### src/rtl/uirq_pkg.sv
package uirq_pkg;
  localparam logic [7:0] A_IDENT    = 8'h00;
  localparam logic [7:0] A_MASK_RW  = 8'h04;
  localparam logic [7:0] A_MASK_SET = 8'h08;
  localparam logic [7:0] A_MASK_CLR = 8'h0C;
  localparam logic [7:0] A_REQ      = 8'h40;
  localparam logic [7:0] A_PEND     = 8'h48;
  localparam logic [7:0] A_VEC_BASE = 8'h80;
  localparam int         VEC_W      = 5;
  localparam int         MAX_SRC    = 16;
  localparam logic [11:0] ID_HIGH   = 12'h1FC;
  localparam logic [3:0]  ID_KIND   = 4'h2;
endpackage

### src/rtl/uirq_mask_regs.sv
module uirq_mask_regs #(
  parameter int N             = 16,
  parameter bit MASK_RST_ONES = 1'b0
) (
  input  logic                       clk,
  input  logic                       rst_n,
  input  logic                       wr_en,
  input  logic [7:0]                 addr,
  input  logic [31:0]                wdata,
  output logic [N-1:0]               mask_q,
  output logic [N*uirq_pkg::VEC_W-1:0] vec_flat
);
  import uirq_pkg::*;
  localparam logic [N-1:0] MASK_RST = MASK_RST_ONES ? {N{1'b1}} : {N{1'b0}};

  logic [N-1:0] mask_d;

  always_comb begin
    mask_d = mask_q;
    if (wr_en) begin
      case (addr)
        A_MASK_RW:  mask_d = wdata[N-1:0];
        A_MASK_SET: mask_d = mask_q | wdata[N-1:0];
        A_MASK_CLR: mask_d = mask_q & ~wdata[N-1:0];
        default:    mask_d = mask_q;
      endcase
    end
  end

  always_ff @(posedge clk or negedge rst_n) begin
    if (!rst_n) mask_q <= MASK_RST;
    else        mask_q <= mask_d;
  end

  for (genvar i = 0; i < N; i++) begin : g_vec
    localparam logic [7:0] REG_A = A_VEC_BASE + 8'(4 * (i / 4));
    localparam int         LSB   = 8 * (i % 4);
    logic [VEC_W-1:0] vq, vd;
    logic             hit;

    assign hit = wr_en && (addr == REG_A);

    always_comb begin
      vd = vq;
      if (hit) vd = wdata[LSB +: VEC_W];
    end

    always_ff @(posedge clk or negedge rst_n) begin
      if (!rst_n) vq <= VEC_W'(i);
      else        vq <= vd;
    end

    assign vec_flat[i*VEC_W +: VEC_W] = vq;
  end
endmodule

### src/rtl/uirq_trigger.sv
module uirq_trigger #(
  parameter int N             = 16,
  parameter bit MASK_RST_ONES = 1'b0
) (
  input  logic         clk,
  input  logic         rst_n,
  input  logic [N-1:0] src_i,
  input  logic [N-1:0] mask_q,
  input  logic [N-1:0] retire,
  output logic [N-1:0] src_q,
  output logic [N-1:0] evt_vis,
  output logic [N-1:0] pend_q
);
  localparam logic [N-1:0] MASK_RST = MASK_RST_ONES ? {N{1'b1}} : {N{1'b0}};

  logic [N-1:0] src_prev, mask_prev, evt_q;
  logic [N-1:0] trig, evt_d, pend_d;

  always_comb begin
    trig    = mask_q & src_q & (~src_prev | ~mask_prev);
    evt_d   = mask_q & ((evt_q & ~retire) | trig);
    pend_d  = (pend_q | trig) & src_q;
    evt_vis = evt_q & mask_q;
  end

  always_ff @(posedge clk or negedge rst_n) begin
    if (!rst_n) begin
      src_q     <= '0;
      src_prev  <= '0;
      mask_prev <= MASK_RST;
      evt_q     <= '0;
      pend_q    <= '0;
    end else begin
      src_q     <= src_i;
      src_prev  <= src_q;
      mask_prev <= mask_q;
      evt_q     <= evt_d;
      pend_q    <= pend_d;
    end
  end
endmodule

### src/rtl/uirq_arbiter.sv
module uirq_arbiter #(
  parameter int N    = 16,
  parameter int SELW = 4
) (
  input  logic [N-1:0]                 evt_vis,
  input  logic [N*uirq_pkg::VEC_W-1:0] vec_flat,
  input  logic                         ack,
  output logic                         valid,
  output logic [SELW-1:0]              sel,
  output logic [uirq_pkg::VEC_W-1:0]   vec,
  output logic [N-1:0]                 retire
);
  import uirq_pkg::*;

  always_comb begin
    sel = '0;
    for (int i = N - 1; i >= 0; i--) begin
      if (evt_vis[i]) sel = SELW'(i);
    end
    valid  = |evt_vis;
    vec    = vec_flat[int'(sel)*VEC_W +: VEC_W];
    retire = '0;
    if (valid && ack) retire[sel] = 1'b1;
  end
endmodule

### src/rtl/uirq_regblk.sv
module uirq_regblk #(
  parameter int         NUM_SRC       = 16,
  parameter bit         MASK_RST_ONES = 1'b0,
  parameter logic [7:0] VERSION       = 8'h04,
  localparam int        SELW          = (NUM_SRC > 1) ? $clog2(NUM_SRC) : 1
) (
  input  logic               clk,
  input  logic               rst_n,
  input  logic [NUM_SRC-1:0] src_i,
  input  logic               reg_wr_i,
  input  logic [7:0]         reg_addr_i,
  input  logic [31:0]        reg_wdata_i,
  output logic [31:0]        reg_rdata_o,
  output logic               irq_valid_o,
  input  logic               irq_ack_i,
  output logic [SELW-1:0]    irq_src_o,
  output logic [4:0]         irq_vec_o,
  output logic [1:0]         irq_line_o
);
  import uirq_pkg::*;

  logic [NUM_SRC-1:0]         mask_q, src_q, evt_vis, pend_q, retire;
  logic [NUM_SRC*VEC_W-1:0]   vec_flat;

  uirq_mask_regs #(.N(NUM_SRC), .MASK_RST_ONES(MASK_RST_ONES)) regs_i (
    .clk(clk), .rst_n(rst_n), .wr_en(reg_wr_i), .addr(reg_addr_i),
    .wdata(reg_wdata_i), .mask_q(mask_q), .vec_flat(vec_flat)
  );

  uirq_trigger #(.N(NUM_SRC), .MASK_RST_ONES(MASK_RST_ONES)) trig_i (
    .clk(clk), .rst_n(rst_n), .src_i(src_i), .mask_q(mask_q),
    .retire(retire), .src_q(src_q), .evt_vis(evt_vis), .pend_q(pend_q)
  );

  uirq_arbiter #(.N(NUM_SRC), .SELW(SELW)) arb_i (
    .evt_vis(evt_vis), .vec_flat(vec_flat), .ack(irq_ack_i),
    .valid(irq_valid_o), .sel(irq_src_o), .vec(irq_vec_o), .retire(retire)
  );

  assign irq_line_o = irq_vec_o[1:0];

  always_comb begin
    reg_rdata_o = '0;
    case (reg_addr_i)
      A_IDENT:                          reg_rdata_o = {ID_HIGH, ID_KIND, 8'h00, VERSION};
      A_MASK_RW, A_MASK_SET, A_MASK_CLR: reg_rdata_o[NUM_SRC-1:0] = mask_q;
      A_REQ:                            reg_rdata_o[NUM_SRC-1:0] = src_q & mask_q;
      A_PEND:                           reg_rdata_o[NUM_SRC-1:0] = pend_q;
      default: begin
        for (int k = 0; k < MAX_SRC / 4; k++) begin
          if (reg_addr_i == A_VEC_BASE + 8'(4 * k)) begin
            for (int j = 0; j < 4; j++) begin
              if (4 * k + j < NUM_SRC)
                reg_rdata_o[8*j +: VEC_W] = vec_flat[(4*k+j)*VEC_W +: VEC_W];
            end
          end
        end
      end
    endcase
  end
endmodule

### config.mk
export PLATFORM = sky130hd
export DESIGN_NAME = uirq_regblk
export DESIGN_NICKNAME = d
export VERILOG_FILES = /design/src/rtl/uirq_pkg.sv /design/src/rtl/uirq_mask_regs.sv /design/src/rtl/uirq_trigger.sv /design/src/rtl/uirq_arbiter.sv /design/src/rtl/uirq_regblk.sv
export SDC_FILE = /design/constraint.sdc
export NUM_CORES = 1
export LEC_CHECK = 0
export BUFFER_PORTS_ARGS = -buffer_cell sky130_fd_sc_hd__buf_4
export CORE_UTILIZATION = 57
export CTS_CLUSTER_SIZE = 12
export DETAILED_ROUTE_END_ITERATION = 10
export PLACE_DENSITY = 0.8
export SLEW_MARGIN = 40
export SYNTH_ARGS = -nofsm -noshare
export SYNTH_HDL_FRONTEND = slang
export SYNTH_SLANG_ARGS = --single-unit
### constraint.sdc
create_clock -name clk -period 3.6 [get_ports clk]
set_input_delay 0.54 -clock clk [delete_from_list [all_inputs] [get_ports clk]]
set_output_delay 0.54 -clock clk [all_outputs]
set_load 0.05 [all_outputs]
* Yosys cells after proc, flatten, opt, wreduce, memory -nomap -nowiden *
Cells that the tools add are included.

storage, ports and cells
  flip-flop bits (word level) = 176
  output and inout bits = 44
  logic and storage cells = 105
  bits of input ports = 60

cells by class
  magnitude comparators = 2
  multiply operators = 1
  reduce and logical (&&, ||, !) cells = 12
  shift operators = 1
  bitwise logic cells = 15
  mux-type cells = 43
  equality and inequality tests = 9

operator list
  kind                                                                                  number
  16-bit AND                                                                            7
  5-bit 2-to-1 mux                                                                      16
  80-bit by 32-bit variable part select with 5-bit output                               1
  4-bit 2-to-1 mux                                                                      16
  16-bit NOT                                                                            4
  16-bit bitwise OR                                                                     4
  16-bit one-hot mux with 3 select lines                                                1
  5-bit one-hot mux with 4 select lines                                                 2
  8-bit equality test (second input constant)                                           4
  5-bit one-hot mux with 2 select lines                                                 2
  3-bit one-hot mux with 3 select lines                                                 2
  8-bit by 4-bit equality test with 1-bit output (second input constant)                2
  8-bit by 7-bit equality test with 1-bit output (second input constant)                2
  16-bit 2-to-1 mux                                                                     1
  16-bit OR reduction                                                                   1
  8-bit by 3-bit equality test with 1-bit output (second input constant)                1
  8-bit logical NOT                                                                     1
  4-bit by 3-bit multiplier with 7-bit output (second input constant)                   1
  1-bit logical AND                                                                     6
  4-bit by 5-bit < comparator with 1-bit output (second input constant)                 1
  5-bit OR reduction                                                                    1
  1-bit demux with 4-bit select                                                         1
  4-bit by 1-bit greater-or-equal comparator with 1-bit output (second input constant)  1
  3-bit 2-to-1 mux                                                                      1
  4 further kinds                                                                       4

* Longest topological paths before layout *
Gate-level depths: netlist (run 1).

  depth after elaboration = 26
  gate-level depth with buffers = 10
  depth with buffers taken out = 8

* Modules after synthesis *
A second synthesis (run 1) with hierarchy kept.

unflattened totals
  cells, all modules = 795
  area total of the unflattened synthesis = 8954.8 µm²

modules (own cells, without submodules)
  module          times used  cells each  area each (µm²)
  uirq_mask_regs  1           268         4066.4
  uirq_trigger    1           189         2553.7
  uirq_regblk     1           195         1353.8
  uirq_arbiter    1           143         980.9

* Least setup slack after synthesis (run 1) *
No wires, ideal clock.

  path kind = reg-to-output
  start = register regs_i.mask_q[8]
  end = output irq_vec_o[0]
  required time = 3060 ps
  slack = 191 ps
  arrival = 2869 ps
  cell stages (with the launch flop) = 11
  cell sequence = dfrtp_1 > nand2_1 > nand2_1 > o311a_1 > o22ai_1 > buf_6 > buf_2 > mux2i_1 > o22ai_1 > or4_1 > buf_4

on the way
  word-level cells in the longest chain between the ends = 12

RTL lines
  item                                                     line                  RTL
  start: declaration                                       uirq_mask_regs.sv:10  output logic [N-1:0] mask_q,
  start signal: assignment                                 uirq_mask_regs.sv:32  else mask_q <= mask_d;
  16-bit AND                                               uirq_trigger.sv:23    evt_vis = evt_q & mask_q;
  4-bit 2-to-1 mux (9 in a row)                            uirq_arbiter.sv:18    if (evt_vis[i]) sel = SELW'(i);
  via irq_src_o[0]                                         uirq_regblk.sv:16     output logic [SELW-1:0] irq_src_o,
  4-bit by 3-bit multiplier with 7-bit output              uirq_arbiter.sv:21    vec = vec_flat[int'(sel)*VEC_W +: VEC_W];
  80-bit by 32-bit variable part select with 5-bit output  uirq_arbiter.sv:21
  end: declaration                                         uirq_regblk.sv:17     output logic [4:0] irq_vec_o,

The timed path passes the listed nets, and every way through them passes these cells.

* Final worst setup path (run 1) *
  start = register regs_i.mask_q[13]
  end = output irq_line_o[1]

on the way
  word-level cells in the longest chain between the ends = 17

RTL lines
  item                                                     line                RTL
  16-bit AND                                               uirq_trigger.sv:23
  4-bit 2-to-1 mux (14 in a row)                           uirq_arbiter.sv:18
  4-bit by 3-bit multiplier with 7-bit output              uirq_arbiter.sv:21
  80-bit by 32-bit variable part select with 5-bit output  uirq_arbiter.sv:21
  end: declaration                                         uirq_regblk.sv:18   output logic [1:0] irq_line_o

Every way passes these cells.

==> reports/results.tsv, run 1 <==
stage	metric	value	unit
outcome	status	finished, violations left	
outcome	violations	setup timing	
timing	grt_setup_unrepaired	yes	
timing	tightestPinTransition	0.7857	ns
global_routing	antenna_found_initial	0	
synthesis	ys.warnings.count	0	
floorplanning	dieWidth	120.5	um
pwr	p_seq_share	47.3	%
final_layout	drive_gt1_share	40.93	%
critical_path	worstSetupPathType	flop to primary output	
timing	clock_skew	0.006616	ns
floorplanning	rows	42	
synthesis	synth_seq_area_share	55.57	%
timing	relSlewSlack	47.23	%
timing	hold_viol_final	0	
timing	setup_ws	-0.03820	ns
final_layout	stdcell_count	992	
timing	fin_crit_sh	101.1	%
clock_network	cts_tree	yes	
placement	hpwlAfterDp	14650	um
final_layout	num_antenna_cells	0	
critical_path	r2r_slack	1.06	ns
route	drtIter0Drc	529	
synthesis	synthCells	676	
clock_network	cts_htree_levels	4	
clock_network	cts-root-buf	clkbuf_16	
pwr	clkPwrFrac	39.7	%
critical_path	end_kind	primary output	
critical_path	critical-path-slowest-cell	or4_4	
placement	io_buffers	93	
placement	dp_slack	0.3624	ns
timing	fin_crit	3.638	ns
critical_path	cp.depth	9	
timing	final-setup-viol-count	2	
clock_network	clockBufferDepth	2	
floorplanning	start_util	59.45	%
critical_path	crit_family	simple AND/OR/NAND/NOR gates	
clock_network	cts_num_sinks	176	
worst_hold_path	hold_class	input pin to asynchronous set/reset pin	
clock_network	cts_buffers	17	
critical_path	cpPeakStageDelay	0.59	ns
route	drtPass1Iterations	6	
final_layout	final_nets	863	
synthesis	ys_ff_latch	176	
pwr	swShare	25.85	%
job	cap_violations	0	
final_layout	area_growth_syn_to_layout	26.69	%
critical_path	critPathArrivalTime	3.10	ns
timing	tns	-0.07557	ns
pwr	irDropWorstVdd	0.4095	mV
global_routing	grt_max_degree	90	
floorplanning	die_h	120.5	um
pwr	p_int	3.511	mW
synthesis	synth_area	7998	um2
floorplanning	coreArea	13450	um2
global_routing	grt_pass1_vias	6729	
timing	clock.fmax	274.9	MHz
route	postRouteAntennaNets	0	
route	vias	6473	
route	routed_wl	23280	um
synthesis	synth.avg_cell_area	11.83	um2
critical_path	crit_path_start	regs_i.mask_q[13]	
critical_path	reg2reg_depth	11	
clock_network	clock_latency	0.44	ns
final_layout	fillers	849	
clock_network	hold_buffers	0	
global_routing	grtUsageTotal	33.43	%
route	wl_per_cell	23.47	um
route	viasPerCell	6.525	
critical_path	crit_fanout	6	
placement	dp_cells	934	
pwr	switching_power	1.224	mW
floorplanning	top_level_ports	104	
synthesis	ys_types	41	
clock_network	clk_pin_slew_worst_paths	0.06	ns
final_layout	utilization	75.32	%
critical_path	r2r_start	regs_i.mask_q[13]	
critical_path	crit_end	irq_line_o[1]	
floorplanning	die_area	14510	um2
critical_path	cp.required	3.06	ns
global_routing	globalRouteOverflowTotal	0	
pwr	p_per_area	467.4	nW/um2
route	drc_errors	0	
critical_path	worstPathCellList	buf_4, a22oi_1, a211oi_2, o31ai_1, nand2_2, nand2_1, o22ai_1, or4_4, buf_8	
critical_path	reg2reg_to	trig_i.evt_q[11]	
critical_path	path_buf_inv	2	
timing	whs	0.1390	ns
global_routing	grt_pass1_wl	36200	um
pwr	leakage	4.710	nW
pwr	comb_power_share	13.1	%
placement	finalWeightedCongestion	0.9065	
critical_path	cp-start-kind	flop	
timing	slew_violations	0	
==> how the worst min path moves through the flow <==
stage	end	slack, ns	cells after the start
6_report	trig_i.src_prev[15]	0.14	1
4_1_cts	trig_i.pend_q[12]	0.20	1
3_5_place_dp	trig_i.src_prev[14]	0.41	0
5_1_grt	trig_i.src_q[13]	0.19	1
2_1_floorplan	regs_i.g_vec[0].vq[0]	0.24	0
3_3_place_gp	trig_i.src_prev[6]	0.40	0
==> power groups by stage <==
stage	Clock [mW]	Sequential (mW)	Combinational (mW)
2_1_floorplan	0	2.23	0.292
3_3_place_gp	0	2.25	0.465
3_5_place_dp	0	2.26	0.481
4_1_cts	1.89	2.23	0.568
5_1_grt	1.98	2.25	0.655
6_report	1.88	2.24	0.619
==> flip-flops by register name, indices dropped and copies added, names as in the netlist <==
| name | cells |
|---|---|
| regs_i.g_vec.vq | 80 |
| regs_i.mask_q | 16 |
| trig_i.evt_q | 16 |
| trig_i.mask_prev | 16 |
| trig_i.pend_q | 16 |
| trig_i.src_prev | 16 |
| trig_i.src_q | 16 |
==> layout by cell type (no fill, tap or decap), types with 5 or more instances in the layout <==
master      netlist  routed
dfrtp_1         144     138
buf_4             7     124
mux2_2           80      80
nand2_1          84      75
o21ai_0          38      38
dfstp_2          32      32
mux2i_1          40      29
a22oi_1          28      28
a22o_1           26      26
a21oi_1          20      20
o22ai_1          21      20
nor2b_1          17      17
a21o_1           17      17
clkbuf_16         0      17
a21boi_0         16      16
a222oi_1          9       9
clkinvlp_4        0       8
nand3_1           8       8
a221oi_1          9       8
a31oi_1           8       7
nor2_1            8       6
mux2i_2           0       6
dfrtp_2           0       6
nand2_2           0       5
mux2i_4           0       5
or4_4             0       5
buf_16            0       5
buf_8             0       5
==> metrics by stage <==
step	power, mW	instance area [um2]
2_1_floorplan	2.520	8009
3_3_place_gp	2.715	8965
3_5_place_dp	2.741	8979
4_1_cts	4.684	9892
5_1_grt	4.883	10130
6_report	4.735	10130
==> synth_stat cells <==
cell type / number / area (um2)
dfstp_2: 32 / 840.8
o22ai_1: 21 / 131.4
a211oi_1: 1 / 7.510
nor3_1: 4 / 20.02
o31ai_1: 1 / 7.510
buf_2: 4 / 20.02
buf_4: 7 / 52.55
a31oi_1: 8 / 50.05
nand2b_1: 4 / 25.02
a21o_1: 17 / 127.6
o311a_1: 1 / 10.01
mux2i_1: 40 / 400.4
nor3_4: 1 / 16.27
mux2_2: 80 / 900.9
or4b_2: 1 / 10.01
or2_2: 2 / 12.51
nor4_1: 3 / 18.77
buf_1: 2 / 7.510
and3b_1: 1 / 8.760
nor2b_1: 17 / 106.4
nand4b_1: 1 / 8.760
nand2_1: 84 / 315.3
conb_1: 1 / 3.750
o21ai_0: 38 / 190.2
nor2_1: 8 / 30.03
dfrtp_1: 144 / 3603
a221oi_1: 9 / 78.83
a32oi_1: 1 / 8.760
a22oi_1: 28 / 210.2
nand3_1: 8 / 40.04
a22o_1: 26 / 227.7
buf_6: 4 / 45.04
and2_1: 2 / 12.51
or4_1: 5 / 37.54
a21boi_0: 16 / 120.1
clkbuf_1: 20 / 75.07
inv_1: 2 / 7.510
nor2_2: 1 / 6.260
a222oi_1: 9 / 90.09
and3_1: 2 / 12.51
a21oi_1: 20 / 100.1
==> area by class of cell <==
| class | count | area [um2] | area share, % |
|---|---|---|---|
| multi-input cells | 464 | 3572 | 35.26 |
| well taps | 176 | 220.2 | 2.173 |
| clock inverters | 14 | 166.4 | 1.642 |
| clock buffers | 18 | 439.2 | 4.334 |
| repair buffers | 142 | 1271 | 12.55 |
| flip-flops and latches | 176 | 4452 | 43.94 |
| inverters | 2 | 11.26 | 0.1111 |
==> timing repair <==
| action | CTS | global route |
|---|---|---|
| resized for setup | 32 | 31 |
| endpoints found under the setup margin | 7 | 7 |
| cloned | 5 | 0 |
| pin swaps | 8 | 10 |
| setup buffers | 7 | 14 |
==> logic make-up (layout without fill, tap and decap cells) <==
family	count (synthesis)	count (layout)	share of synthesized area, %
AND/OR/NAND/NOR	144	144	8.511
AO/OA/AOI/OAI	196	196	17.01
flip-flops	176	176	55.57
buffers and inverters	39	176	2.597
other	1	4	0.04689
multiplexers	120	120	16.27
==> per-layer routing <==
layer | routed length [um] | share of wire, % | GRT usage (%) | up-vias
li1 | - | - | - | 2776
met1 | 8846 | 38 | 40.79 | 3248
met2 | 11820 | 51 | 56.11 | 369
met3 | 1625 | 7.0 | 6.132 | 80
met4 | 984 | 4.2 | 18.60 | 0
met5 | 0 | 0 | 0 | -
Note: power is estimated with default switching activity, not from simulation.
==> run 2: changes to the inputs <==
Settings changed: PLACE_DENSITY 0.8 to 0.79, SYNTH_HIERARCHICAL from default to 1.
==> run 2 against run 1 <==
Compared with the run above: the run still ends with setup timing left; worst hold slack improved by 0.059 ns; clock power fell by 4%; maximum frequency fell by 1.6%; cell area rose by 8.6%; sequential share of layout area fell by 3.5 points; non-clock buffer count rose by 7; global-route usage rose by 0.91 points; clock skew rose by 0.0017 ns; flip-flop and latch count did not move; critical endpoint is now irq_line_o[0]; largest power group unchanged.
==> reports/results.tsv, run 2 <==
stage	metric	value	unit	change
pwr	swShare	29.95	%	was 25.85%
global_routing	grt_pass1_wl	41480	um	was 36,200 um
timing	fin_crit	3.696	ns	was 3.638 ns
clock_network	cts_buffers	17		unchanged
pwr	p_int	3.735	mW	was 3.511 mW
clock_network	clock_latency	0.44	ns	about the same
global_routing	grt_use_met2	57.22	%	was 56.11%
global_routing	busiest_layer	met2		unchanged
clock_network	clk_pin_slew_worst_paths	0.07	ns	was 0.06 ns
pwr	leakage	4.806	nW	was 4.710 nW
outcome	status	finished, violations left		unchanged
critical_path	cp-start-kind	flop		unchanged
pwr	clkPwrFrac	33.8	%	was 39.7%
critical_path	critical-path-slowest-cell	or4_4		unchanged
critical_path	crit_fanout	6		unchanged
timing	grt_setup_unrepaired	yes		unchanged
global_routing	grt_pass1_vias	7465		was 6,729
timing	hold_viol_final	0		unchanged
clock_network	clockBufferDepth	2		unchanged
pwr	total_power	5.332	mW	was 4.735 mW
pwr	switching_power	1.597	mW	was 1.224 mW
critical_path	end_kind	primary output		unchanged
global_routing	grt.met1_usage	43.51	%	was 40.79%
route	routed_wl	26750	um	was 23,280 um
synthesis	synthFlopType	dfrtp_1		unchanged
synthesis	yosys.area.top_type	dfrtp_1		unchanged
placement	hpwlAfterDp	17280	um	was 14,650 um
critical_path	worstSetupPathType	flop to primary output		unchanged
route	drc_errors	0		unchanged
worst_hold_path	hold_class	input pin to flop		was input pin to asynchronous set/reset pin
final_layout	final_nets	978		was 863
synthesis	synth.avg_cell_area	11.26	um2	was 11.83 um2
clock_network	cts_tree	yes		unchanged
synthesis	ys_types	69		was 41
final_layout	final_common_cell	dfrtp_1		unchanged
floorplanning	die_h	127.3	um	was 120.5 um
route	drtIter0Drc	662		was 529
route	viasPerCell	6.510		was 6.525
synthesis	synth_area	8955	um2	was 7998 um2
final_layout	drive_gt1_share	39.85	%	was 40.93%
critical_path	cpPeakStageDelay	0.60	ns	was 0.59 ns
synthesis	synth.top_cell.area_share	40.24	%	was 45.06%
final_layout	top_register	regs_i/g_vec.vq		was regs_i.g_vec.vq
floorplanning	coreArea	15260	um2	was 13,450 um2
pwr	irDropWorstVdd	0.3947	mV	was 0.4095 mV
floorplanning	start_util	58.69	%	was 59.45%
pwr	p_seq_share	40.6	%	was 47.3%
timing	setup_ws	-0.09550	ns	was -0.03820 ns
job	cap_violations	0		unchanged
global_routing	antenna_found_initial	0		unchanged
synthesis	ys.warnings.count	6		was 0
clock_network	cts_num_sinks	176		unchanged
critical_path	critPathArrivalTime	3.16	ns	was 3.10 ns
placement	place_area	9911	um2	was 8979 um2
critical_path	worstPathCellList	nand2_1, inv_1, a221oi_4, nor4_4, o21ai_4, buf_12, buf_12, buf_12, mux2i_2, o22ai_1, or4_4, buf_8		was buf_4, a22oi_1, a211oi_2, o31ai_1, nand2_2, nand2_1, o22ai_1, or4_4, buf_8
final_layout	stdcell_area	11010	um2	was 10,130 um2
synthesis	ys_async_sr_fraction	100.0	%	unchanged
timing	final-setup-viol-count	7		was 2
floorplanning	rows	45		was 42
synthesis	yosys.cell_count.top_type	dfrtp_1		unchanged
critical_path	crit_path_frequent_cell	buf_12		
timing	slew_violations	0		unchanged
timing	relSlewSlack	41.08	%	was 47.23%
critical_path	cp.required	3.06	ns	about the same
synthesis	synth_seq_area_share	49.63	%	was 55.57%
route	postRouteAntennaNets	0		unchanged
floorplanning	dieWidth	127.3	um	was 120.5 um
placement	finalWeightedCongestion	0.8642		was 0.9065
placement	io_buffers	93		unchanged
clock_network	cts_htree_levels	4		unchanged
synthesis	ys_ff_latch	176		unchanged
final_layout	largest_register_ffs	80		unchanged
route	wl_per_cell	23.42	um	was 23.47 um
timing	tightestPinTransition	0.8838	ns	was 0.7857 ns
route	drtPass1Iterations	5		was 6
timing	clock_skew	0.008296	ns	was 0.006616 ns
final_layout	num_antenna_cells	0		unchanged
route	vias	7434		was 6,473
timing	fin_crit_sh	102.7	%	was 101.1%
pwr	comb_power_share	25.6	%	was 13.1%
clock_network	cts-root-buf	clkbuf_16		unchanged
global_routing	grtUsageMet3	7.789	%	was 6.132%
floorplanning	die_area	16220	um2	was 14,510 um2
synthesis	synth_area_leaders	dfrtp_1 40%, mux2_2 10%, dfstp_2 9.4%, mux2i_1 5.6%, nand2_1 3.7%		was dfrtp_1 45%, mux2_2 11%, dfstp_2 11%, mux2i_1 5.0%, nand2_1 3.9%
final_layout	area_growth_syn_to_layout	22.93	%	was 26.69%
synthesis	synth_edf_count	0		unchanged
timing	clock.fmax	270.6	MHz	was 274.9 MHz
pwr	p_per_area	484.3	nW/um2	was 467.4 nW/um2
global_routing	grtUsageTotal	34.33	%	was 33.43%
synthesis	synth.cells.most_frequent	144 x dfrtp_1, 88 x nand2_1, 82 x mux2_2, 50 x mux2i_1, 50 x nor2_1		was 144 x dfrtp_1, 84 x nand2_1, 80 x mux2_2, 40 x mux2i_1, 38 x o21ai_0
final_layout	layout_common_cells	139 x dfrtp_1, 128 x buf_4, 87 x nand2_1, 82 x mux2_2, 50 x nor2_1		was 138 x dfrtp_1, 124 x buf_4, 80 x mux2_2, 75 x nand2_1, 38 x o21ai_0
floorplanning	top_level_ports	104		unchanged
global_routing	globalRouteOverflowTotal	0		unchanged
global_routing	grt_max_degree	100		was 90
outcome	violations	setup timing		unchanged
synthesis	synthCells	795		was 676
[run 2: timing repair]
| item | CTS | global route |
|---|---|---|
| pin swaps | 11 | 10 |
| gates cloned | 2 | 0 |
| endpoints found under the hold margin | 0 | 26 |
| hold buffers | 0 | 1 |
| buffers inserted | 12 | 8 |
| resized for setup | 49 | 19 |
| endpoints found under the setup margin | 7 | 7 |
[run 2: power groups by stage]
| stage | sequential, mW | combinational (mW) | clock (mW) |
|---|---|---|---|
| final | 2.17 | 1.37 | 1.80 |
| after global routing | 2.18 | 1.43 | 1.89 |
| after floorplan | 2.17 | 0.663 | 0 |
| after detailed placement | 2.19 | 0.961 | 0 |
| after global placement | 2.18 | 0.934 | 0 |
| after CTS | 2.16 | 1.35 | 1.81 |
[run 2: path summary, 6_finish.rpt]
| path | slack [ns] | start | cells past startpoint | to |
|---|---|---|---|---|
| worst max-delay path | -0.1 | regs_i/mask_q[12] | 12 | irq_line_o[0] |
| worst min-delay path | 0.20 | src_i[5] | 1 | trig_i/src_q[5] |
| worst min register to register | 0.43 | trig_i/src_q[9] | 0 | trig_i/src_prev[9] |
| min in group asynchronous | 0.56 | rst_n | 2 | regs_i/g_vec[0].vq[2] |
| max in group asynchronous | 2.00 | rst_n | 4 | regs_i/g_vec[7].vq[0] |
| worst max register to register | 1.01 | regs_i/mask_q[12] | 11 | trig_i/evt_q[14] |
[run 2: metal layers]
layer | share of wire (%) | wire, um | vias up
li1 | - | - | 3170
met1 | 40 | 10720 | 3795
met2 | 50 | 13290 | 393
met3 | 7.4 | 1991 | 76
met4 | 2.8 | 753 | 0
met5 | 0 | 0 | -
[run 2: cell families after synthesis]
group,share of synthesized area (%)
AO/OA/AOI/OAI,13.05
XOR/XNOR,0.09782
buffers and inverters,4.373
flip-flops,49.63
multiplexers,17.91
other,0.04188
AND/OR/NAND/NOR,14.89
[run 2: final cells by class]
class,count,area (um2)
flip-flops and latches,176,4451
multi-input cells,554,4310
fillers,1034,4250
repair buffers,149,1334
clock buffers,18,439.2
well taps,211,264.0
clock inverters,14,132.6
inverters,20,77.57
[run 2: critical path, delay by kind of cell (launching register included)]
kind,cells,cell delay [ns]
DFF,1,0.44
buffers and inverters,5,0.65
muxes,1,0.26
and+or+nand+nor,3,0.77
AOI/OAI and AO/OA,3,0.60
[run 2: stage by stage]
stage          setup TNS (ns)  std cells  worst slack [ns]  hold WS, ns  util, %
2_1_floorplan               0        798           0.04205       0.2444        -
3_3_place_gp                0       1088            0.2850       0.4063    64.93
3_5_place_dp                0       1088            0.2043       0.4129    64.95
4_1_cts               -0.4363       1134          -0.07401       0.1703    71.31
5_1_grt                -1.004       1142           -0.1512       0.1873    72.14
6_report              -0.4113       1142          -0.09550       0.1978    72.14
==> run 3: changes to the inputs <==
Settings changed: SKIP_CTS_REPAIR_TIMING from default to 1, SLEW_MARGIN 40 to default.
==> run 3 against run 2 <==
Compared with the run above: the run still ends with setup timing left; sequential share of layout area up 0.54 points; total power down 1.7%; worst hold slack better by 0.012 ns; critical path depth unchanged; via count about the same; register-to-register slack worse by 0.04 ns; combinational power down 5%.
==> reports/results.tsv, run 3 (synthesis results as in run 2) <==
stage	metric	value	unit	change
global_routing	grt_max_degree	100		unchanged
timing	tightestPinTransition	0.9470	ns	was 0.8838 ns
clock_network	clockBufferDepth	2		unchanged
floorplanning	start_util	58.69	%	unchanged
critical_path	r2r_start	regs_i/mask_q[12]		unchanged
timing	setup_ws	-0.08496	ns	was -0.09550 ns
placement	hpwlAfterDp	17260	um	was 17,280 um
outcome	status	finished, violations left		unchanged
critical_path	worstSetupPathType	flop to primary output		unchanged
clock_network	clock_latency	0.43	ns	was 0.44 ns
critical_path	cp-start-kind	flop		unchanged
timing	grt_setup_unrepaired	yes		unchanged
critical_path	path_buf_inv	4		was 5
timing	clock_skew	0.005763	ns	was 0.008296 ns
timing	relSlewSlack	36.87	%	was 41.08%
floorplanning	die_area	16220	um2	unchanged
timing	whs	0.2097	ns	was 0.1978 ns
timing	hold_viol_final	0		unchanged
route	drtPass1Iterations	5		unchanged
critical_path	cp.depth	12		unchanged
final_layout	final_nets	975		was 978
floorplanning	top_level_ports	104		unchanged
timing	fin_crit	3.685	ns	was 3.696 ns
critical_path	worstPathCellList	and2_4, nand2b_4, a221oi_4, nor4_4, o21ai_4, buf_6, buf_12, clkbuf_16, mux2i_1, o22ai_1, or4_4, buf_8		was nand2_1, inv_1, a221oi_4, nor4_4, o21ai_4, buf_12, buf_12, buf_12, mux2i_2, o22ai_1, or4_4, buf_8
route	wl_per_cell	23.29	um	was 23.42 um
route	drtIter0Drc	706		was 662
timing	fin_crit_sh	102.4	%	was 102.7%
route	routed_wl	26550	um	was 26,750 um
clock_network	cts-root-buf	clkbuf_16		unchanged
clock_network	cts_num_sinks	176		unchanged
floorplanning	rows	45		unchanged
critical_path	end_kind	primary output		unchanged
final_layout	area_growth_syn_to_layout	21.31	%	was 22.93%
global_routing	globalRouteOverflowTotal	0		unchanged
floorplanning	dieWidth	127.3	um	unchanged
final_layout	drive_gt1_share	39.01	%	was 39.85%
timing	clock.fmax	271.4	MHz	was 270.6 MHz
critical_path	critical-path-slowest-cell	or4_4		unchanged
final_layout	layout_common_cells	139 x dfrtp_1, 127 x buf_4, 88 x nand2_1, 82 x mux2_2, 50 x nor2_1		was 139 x dfrtp_1, 128 x buf_4, 87 x nand2_1, 82 x mux2_2, 50 x nor2_1
critical_path	cpPeakStageDelay	0.54	ns	was 0.60 ns
clock_network	cts_tree	yes		unchanged
pwr	leakage	4.782	nW	was 4.806 nW
worst_hold_path	hold_class	input pin to flop		unchanged
global_routing	antenna_found_initial	2		was 0
global_routing	grt_pass1_vias	7429		was 7,465
worst_hold_path	holdPathStages	1		unchanged
floorplanning	die_h	127.3	um	unchanged
global_routing	grtUsageTotal	33.35	%	was 34.33%
final_layout	final_common_cell	dfrtp_1		unchanged
final_layout	top_register	regs_i/g_vec.vq		unchanged
critical_path	crit_family	simple AND/OR/NAND/NOR gates		unchanged
worst_hold_path	hold_path_end	trig_i/src_q[3]		was trig_i/src_q[5]
final_layout	stdcell_area	10860	um2	was 11,010 um2
critical_path	cp.required	3.06	ns	about the same
placement	io_buffers	93		unchanged
final_layout	fillers	1059		was 1,034
placement	place_area	9907	um2	was 9911 um2
floorplanning	coreArea	15260	um2	unchanged
clock_network	cts_buffers	17		unchanged
final_layout	largest_register_ffs	80		unchanged
timing	slew_violations	0		unchanged
critical_path	crit_fanout	6		unchanged
global_routing	grt_pass1_wl	40250	um	was 41,480 um
route	postRouteAntennaNets	0		unchanged
outcome	violations	setup timing		unchanged
job	cap_violations	0		unchanged
pwr	irDropWorstVdd	0.3549	mV	was 0.3947 mV
critical_path	r2r_slack	0.97	ns	was 1.01 ns
worst_hold_path	hold_start	src_i[3]		was src_i[5]
pwr	p_per_area	482.5	nW/um2	was 484.3 nW/um2
critical_path	critPathArrivalTime	3.14	ns	was 3.16 ns
placement	finalWeightedCongestion	0.8642		unchanged
clock_network	cts_htree_levels	4		unchanged
critical_path	reg2reg_depth	11		unchanged
timing	final-setup-viol-count	3		was 7
route	drc_errors	0		unchanged
critical_path	reg2reg_to	trig_i/evt_q[14]		unchanged
clock_network	clk_pin_slew_worst_paths	0.07	ns	about the same
route	viasPerCell	6.522		was 6.510
route	vias	7435		was 7,434
-- run 3: final cells by class --
class / count / area, um2 / share of cell area, %
antenna: 1 / 2.502 / 0.02304
clock buffer: 20 / 456.7 / 4.204
clock inverter: 12 / 111.4 / 1.025
inverter: 20 / 75.07 / 0.6911
multi-input combinational: 554 / 4254 / 39.16
sequential: 176 / 4451 / 40.97
tap: 211 / 264.0 / 2.430
timing repair buffer: 146 / 1249 / 11.50
-- run 3: report_power, final --
group / switching [mW] / internal [mW] / total (mW)
sequential: 0.0722 / 2.09 / 2.16
clock: 0.792 / 0.990 / 1.78
combinational: 0.683 / 0.612 / 1.30
-- run 3: metrics by stage --
| step | instances | util, % | power [mW] | worst slack, ns | TNS, ns |
|---|---|---|---|---|---|
| after floorplan | 798 | - | 2.831 | 0.04205 | 0 |
| after global placement | 1088 | 64.93 | 3.116 | 0.2850 | 0 |
| after detailed placement | 1088 | 64.93 | 3.153 | 0.2144 | 0 |
| after CTS | 1120 | 68.65 | 4.928 | -0.3042 | -1.557 |
| after global routing | 1139 | 71.18 | 5.405 | -0.1921 | -0.9486 |
| final | 1140 | 71.19 | 5.242 | -0.08496 | -0.2397 |
-- run 3: worst max path at each step --
| stage | startpoint | to | slack, ns |
|---|---|---|---|
| after floorplan | regs_i/mask_q[14] | irq_line_o[0] | 0.04 |
| after global placement | regs_i/mask_q[14] | irq_vec_o[0] | 0.28 |
| after detailed placement | regs_i/mask_q[14] | irq_vec_o[3] | 0.21 |
| after CTS | regs_i/mask_q[14] | irq_vec_o[3] | -0.30 |
| after global routing | regs_i/mask_q[0] | irq_line_o[1] | -0.19 |
| final | trig_i/evt_q[14] | irq_line_o[1] | -0.08 |
-- run 3: per-layer routing --
metal / up-vias / share of wire [%] / wire, um / GRT usage [%]
li1: 3160 / - / - / -
met1: 3740 / 40 / 10520 / 41.35
met2: 453 / 49 / 13040 / 55.09
met3: 80 / 7.8 / 2063 / 8.208
met4: 2 / 3.5 / 918 / 15.76
met5: - / 0.049 / 13 / 0
